### src/rtl/pla4_engine.sv
module pla4_engine #(
  parameter int N_IN   = 8,
  parameter int N_TERM = 16,
  parameter int N_OUT  = 4,
  parameter int N_FB   = 2
) (
  input  logic                 clk,
  input  logic                 rst_n,
  input  logic                 cfg_we,
  input  logic                 cfg_plane,
  input  logic [$clog2(N_TERM)-1:0] cfg_addr,
  input  logic [((2*N_IN > N_TERM) ? 2*N_IN : N_TERM)-1:0] cfg_data,
  input  logic                 start,
  input  logic                 fb_en,
  input  logic [N_IN-1:0]      in_data,
  output logic                 busy,
  output logic                 done,
  output logic [N_OUT-1:0]     out_data,
  output logic [N_TERM-1:0]    dbg_prod,
  output logic [N_OUT-1:0]     dbg_sum
);
  localparam int AW = $clog2(N_TERM);

  typedef enum logic [2:0] {S_IDLE, S_T1, S_T2, S_T3, S_T4} phase_t;

  phase_t              state;
  logic [2*N_IN-1:0]   and_pl [N_TERM];
  logic [N_TERM-1:0]   or_pl  [N_OUT];
  logic [N_IN-1:0]     in_lat, in_mix;
  logic [N_TERM-1:0]   prod_q, prod_eval;
  logic [N_OUT-1:0]    sum_q, sum_eval, out_q;

  wire idle = (state == S_IDLE);

  assign busy     = !idle;
  assign done     = (state == S_T4);
  assign out_data = out_q;
  assign dbg_prod = prod_q;
  assign dbg_sum  = sum_q;

  generate
    if (N_FB > 0) begin : g_fb
      assign in_mix = fb_en ? {in_data[N_IN-1:N_FB], out_q[N_FB-1:0]} : in_data;
    end else begin : g_nofb
      assign in_mix = in_data;
    end
  endgenerate

  always_ff @(posedge clk) begin
    if (!rst_n) begin
      for (int t = 0; t < N_TERM; t++) and_pl[t] <= '0;
      for (int j = 0; j < N_OUT; j++)  or_pl[j]  <= '0;
    end else if (cfg_we && idle) begin
      for (int t = 0; t < N_TERM; t++)
        if (!cfg_plane && cfg_addr == AW'(t)) and_pl[t] <= cfg_data[2*N_IN-1:0];
      for (int j = 0; j < N_OUT; j++)
        if (cfg_plane && cfg_addr == AW'(j)) or_pl[j] <= cfg_data[N_TERM-1:0];
    end
  end

  always_comb begin
    for (int t = 0; t < N_TERM; t++) begin
      prod_eval[t] = 1'b1;
      for (int i = 0; i < N_IN; i++) begin
        if (and_pl[t][2*i]   && !in_lat[i]) prod_eval[t] = 1'b0;
        if (and_pl[t][2*i+1] &&  in_lat[i]) prod_eval[t] = 1'b0;
      end
    end
    for (int j = 0; j < N_OUT; j++) sum_eval[j] = |(prod_q & or_pl[j]);
  end

  always_ff @(posedge clk) begin
    if (!rst_n) begin
      state  <= S_IDLE;
      in_lat <= '0;
      prod_q <= '0;
      sum_q  <= '0;
      out_q  <= '0;
    end else begin
      case (state)
        S_IDLE: if (start) begin
          state  <= S_T1;
          in_lat <= in_mix;
          prod_q <= '1;
        end
        S_T1: begin
          state <= S_T2;
          sum_q <= '0;
        end
        S_T2: begin
          state  <= S_T3;
          prod_q <= prod_eval;
        end
        S_T3: begin
          state <= S_T4;
          sum_q <= sum_eval;
          out_q <= sum_eval;
        end
        default: state <= S_IDLE;
      endcase
    end
  end
endmodule


### config.mk
export PLATFORM = sky130hd
export DESIGN_NAME = pla4_engine
export DESIGN_NICKNAME = d
export VERILOG_FILES = /design/src/rtl/pla4_engine.sv
export SDC_FILE = /design/constraint.sdc
export NUM_CORES = 1
export LEC_CHECK = 0
export BUFFER_PORTS_ARGS = -buffer_cell sky130_fd_sc_hd__buf_4
export CAP_MARGIN = 15
export CORE_MARGIN = 2
export CORE_UTILIZATION = 55
export DETAILED_ROUTE_END_ITERATION = 10
export GPL_TIMING_DRIVEN = 0
export PLACE_DENSITY_LB_ADDON = 0.15
export SLEW_MARGIN = 20
export SYNTH_ARGS = -nofsm -noshare
export SYNTH_HDL_FRONTEND = slang
export SYNTH_SLANG_ARGS = --single-unit
export TNS_END_PERCENT = 20
### constraint.sdc
create_clock -name clk -period 3 [get_ports clk]
set_input_delay 0.6 -clock clk [delete_from_list [all_inputs] [get_ports clk]]
set_output_delay 0.6 -clock clk [all_outputs]
set_load 0.05 [all_outputs]
Word-level counts from Yosys, hierarchy flattened --
Memory sizes are Yosys's and may differ from the RTL's. Index checks and enable logic that the tools add are counted.
Operators by class: equality and inequality tests 20, muxes and demuxes 363, bitwise operators 24, reduce and logical (&&, ||, !) cells 297
Operators with widths (count):
- $mux W1 | 337
- $mux W16 | 21
- $logic_and A1 B1 Y1 | 277
- $and A16 B16 Y16 | 4
- $reduce_or A16 Y1 | 4
- $eq A4 B4 Y1 const B | 8
- $pmux W16 S2 | 1
- $or A1 B1 Y1 | 20
- $eq A4 B3 Y1 const B | 4
- $pmux W3 S4 | 1
- $logic_not A1 Y1 | 10
- $eq A4 B2 Y1 const B | 2
- $pmux W4 S2 | 1
- $eq A3 B2 Y1 const B | 2
- $eq A4 B1 Y1 const B | 1
- $logic_not A4 Y1 | 1
- $reduce_and A2 Y1 | 2
- $reduce_bool A2 Y1 | 2
- $eq A3 B1 Y1 const B | 1
- $eq A3 B3 Y1 const B | 1
- $logic_not A3 Y1 | 1
- $mux W3 | 1
- $mux W2 | 1
- $ne A2 B2 Y1 const B | 1
Storage, ports and cells: register bits after elaboration 35, bits in writable memories 320, input bits 34, output and inout bits 26, logic and storage cells 711, memories kept 2
Memory list:
- and_pl | words 16, width 16, rd ports 16, clocked after memory_dff 0, wr ports 16, line 27 | logic [2*N_IN-1:0] and_pl [N_TERM];
- or_pl | words 4, width 16, rd ports 4, clocked after memory_dff 0, wr ports 4, line 28 | logic [N_TERM-1:0] or_pl [N_OUT];

Depth between registers and ports, before layout --
depth after elaboration 19, gate-level depth with buffers 6, depth with buffers taken out 4

Least setup slack after synthesis --
Ideal clock, no wire load.
path type input to register, start point in cfg_we, end point mem and_pl[1][64] (netlist bit), enable pin, library setup time 0.414 ns, arrival 2.653 ns, data required time 2.586 ns, slack -0.068 ns, stages on the path 4, buffers on the path 0, cell sequence or4b_4 > nor2_1 > nand3_1 > o31ai_1
RTL lines:
- from (decl) | line 9 | input logic cfg_we,
- to (decl) | line 27

==> summary.txt <==
Run status
  • Status: finished with violations
  • Failing checks: setup timing

Floorplan
  • Core Region: 0.02525 mm²
  • Initial core utilization: 0.5620
  • Die area: ~0.027 mm²
  • Die H: 164.6 µm
  • # IOs: 60
  • Die width: around 160 µm
  • Num rows: just under 60

Global route
  • Vias in the first global route: between 8000 and 9000
  • Met1 Resource Use GR: 0.3762
  • Largest net degree at the start of global routing: 17
  • Initial antenna violation count: 1
  • M3 GR Usage: 0.06504
  • Layer with the highest usage: met2
  • Grt ovf: 0
  • All-Layer GR Usage: 0.2719
  • Global-route wire length before repair: between 50 and 60 mm
  • Grt met2 use: 0.4251

Setup path
  • Crit path cell chain: clkbuf_1, or4b_4, nor4_2, nand2_1, clkbuf_1, nand2_1
  • Startpoint type of the worst setup path: flip-flop
  • Crit Path Category: flip-flop to flip-flop
  • WP buf/inv: 2
  • Max stage delay on crit path: ~660 ps
  • Crit end category: flip-flop
  • CP max FO: 16
  • Worst path arrival time: roughly 3200 ps
  • Slowest CP cell: or4b_4
  • Worst EP required: 3150 ps
  • Top cell family by delay on the critical path: simple AND/OR/NAND/NOR gates

Layout
  • Ant diodes: 0
  • Share of layout cells above drive strength 1: 0.1254
  • Fin nets: approximately 1200
  • Register area: about 0.010 mm²
  • Area grow syn2layout: 15.85%
  • Fin cells: around 1500
  • Area of the multi-input gates: about 0.0037 mm²
  • Commonest cells after routing, fill and taps aside: edfxtp_1, nor2_1, mux2i_1, nand2_1, buf_4
  • Filler cells: between 1500 and 2000
  • Commonest non-fill, non-tap cell in the layout: edfxtp_1

CTS
  • Postcts setup bufs: 0
  • Cts bufs inserted: 37
  • Clock root cell: clkbuf_16
  • CTS max path bufs: 3
  • Reg clk slew, reported paths: 60 ps
  • Htree depth: 2
  • CTS tree: yes
  • Clock latency on the worst-skew pair: 530 ps
  • Sink Count: 355
  • Post-CTS Hold Buffers: 0

Logic synthesis
  • Synth warnings: 0
  • Adder-cell area share of the yosys netlist: 0
  • Distinct cells, synth: 32
  • Mean Syn Cell Area: approximately 13 µm²
  • Seq/Total Area, Yosys: 0.7264
  • Cells after Synth: between 1000 and 1500
  • Mux share of post-synthesis cell area: 0.09169
  • Largest family of logic cells by synthesized area: simple AND/OR/NAND/NOR gates
  • Mapped Area: ~0.014 mm²
  • Syn_nets: between 1000 and 1500
  • Flops & latches, synth: 355
  • Compound-Gate Fraction of Synth Area: 0.04267
  • Synth Area in Simple Gates: 0.1167
  • Xor and xnor fraction of the mapped netlist area: 0.0006171

STA
  • PnR worst setup slack: -40.00 ps
  • Fin. max-slew vios: 0
  • Final critical-path share of the clock period: 1.013
  • Hold Violations, Final: 0
  • Relative slew slack: 0.2343
  • Max Clk Rate: 328.9 MHz
  • Setup TNS: -1340 ps
  • Clock skew: 14.94 ps
  • Tmin final: 3040 ps
  • Min Hold Slack: around 340 ps
  • RSZ-0062 raised after global routing: yes
  • Setup violations, final: 54
  • Slew @ Worst Pin: about 1100 ps

Place
  • Placed insts: about 1400
  • Final Wtd Congestion: 0.8127
  • HPWL Detailed: 23.24 mm
  • Port Buffers: 57
  • DP Worst Slack: -344.7 ps

Detailed routing
  • Routed WL: about 36 mm
  • Vias after detailed routing: around 8900
  • Drt wl/cell: ~24 µm
  • DR iter-0 viols: between 1000 and 1500
  • Drt pass-1 iters: 5
  • Post-route ant nets: 0
  • DRC viols: 0
  • Vias per std cell: between 5 and 6

Flow run
  • Max Cap Viol: 0

Worst hold path
  • Hold Crit Class: input pin to flip-flop

Power and ir drop
  • Worst vdd ir: around 510 µV
  • Power Dens Cells: slightly above 700 mW/mm²
  • P_leak: around 6.0 nW
  • Tot Pwr: about 12 mW
[cells in the mapped netlist (all sizes together)]
cell | number | area share
or4b | 1 | 0.00097
and4 | 4 | 0.0025
o31ai | 1 | 0.00053
nor3 | 3 | 0.0011
nor2 | 228 | 0.060
and3 | 1 | 0.00044
nor2b | 2 | 0.00088
nor3b | 1 | 0.00053
inv | 20 | 0.0053
and2 | 1 | 0.00044
a21oi | 36 | 0.013
nand2b | 2 | 0.00088
or4 | 16 | 0.0085
o21ai | 13 | 0.0046
a221oi | 16 | 0.0099
o211a | 2 | 0.0014
nand3b | 1 | 0.00053
dfxtp | 35 | 0.049
xnor2 | 1 | 0.00062
mux2i | 130 | 0.092
nor4 | 1 | 0.00088
a22o | 16 | 0.0099
nor4b | 3 | 0.0040
nand4 | 1 | 0.00044
edfxtp | 320 | 0.68
clkbuf | 58 | 0.015
buf | 4 | 0.0012
nand3 | 4 | 0.0014
a21boi | 7 | 0.0037
nand2 | 125 | 0.033
[repair_timing]
action,CTS,global route
endpoints found under the hold margin,0,0
resized for setup,15,9
setup endpoints to repair,126,225
gates cloned,0,0
[path summary, 6_finish.rpt]
path,from,to,slack [ps],cells after the start
setup / recovery,state[1]$_SDFFE_PN0P_,and_pl[0][11]$_SDFFCE_PN0P_,-40,6
hold / removal,in_data[6],in_lat[6]$_SDFFE_PN0P_,340,3
setup reg to reg,state[1]$_SDFFE_PN0P_,and_pl[0][11]$_SDFFCE_PN0P_,-40,6
hold reg to reg,dbg_sum[1]$_SDFFE_PN0P_,dbg_sum[1]$_SDFFE_PN0P_,470,2
[metrics by stage]
step / utilization / cell area, µm²
floorplan: - / 14200
global placement: 0.5955 / 15040
detailed placement: 0.5991 / 15130
CTS: 0.6499 / 16410
global route: 0.6511 / 16440
finish: 0.6511 / 16440
[sequential cells by signal, indices dropped and copies added (netlist names)]
signal / flops
out_data: 4
in_lat: 8
or_pl: 64
dbg_sum: 4
and_pl: 256
dbg_prod: 16
state: 3
[power by group]
| group | leakage (nW) | switching [mW] | internal [mW] |
|---|---|---|---|
| Combinational | 1.81 | 0.771 | 0.343 |
| Sequential | 3.58 | 0.164 | 5.65 |
| Clock | 0.609 | 1.86 | 2.89 |
| Total | 6.00 | 2.79 | 8.88 |
[worst min-delay path, stage by stage]
cell and delay, ps:
buf_4 110, nand2_1 40, a21boi_0 60
[kinds of logic (layout without fill, tap and decap cells)]
logic type                after synthesis  in the layout
AOI/OAI and AO/OA                      91             91
xor gates and xnor gates                1              1
buffers and inverters                  82            209
DFF                                   355            355
muxes                                 130            130
and+or+nand+nor                       394            394
[per-layer routing]
metal	part of all wire	wire, µm
met5	0.00036	13
met4	0.030	1082
met2	0.46	16520
met3	0.098	3504
met1	0.41	14550
[layout make-up]
class                           instances  share of cell area
Sequential cell                       355              0.6270
Multi-Input combinational cell        616              0.2221
Clock buffer                           45             0.06073
Timing Repair Buffer                   62             0.02991
Tap cell                              330             0.02511
Clock inverter                         20             0.01560
Buffer                                 62             0.01492
Inverter                               20            0.004566
Power figures use the tool's default switching activity.
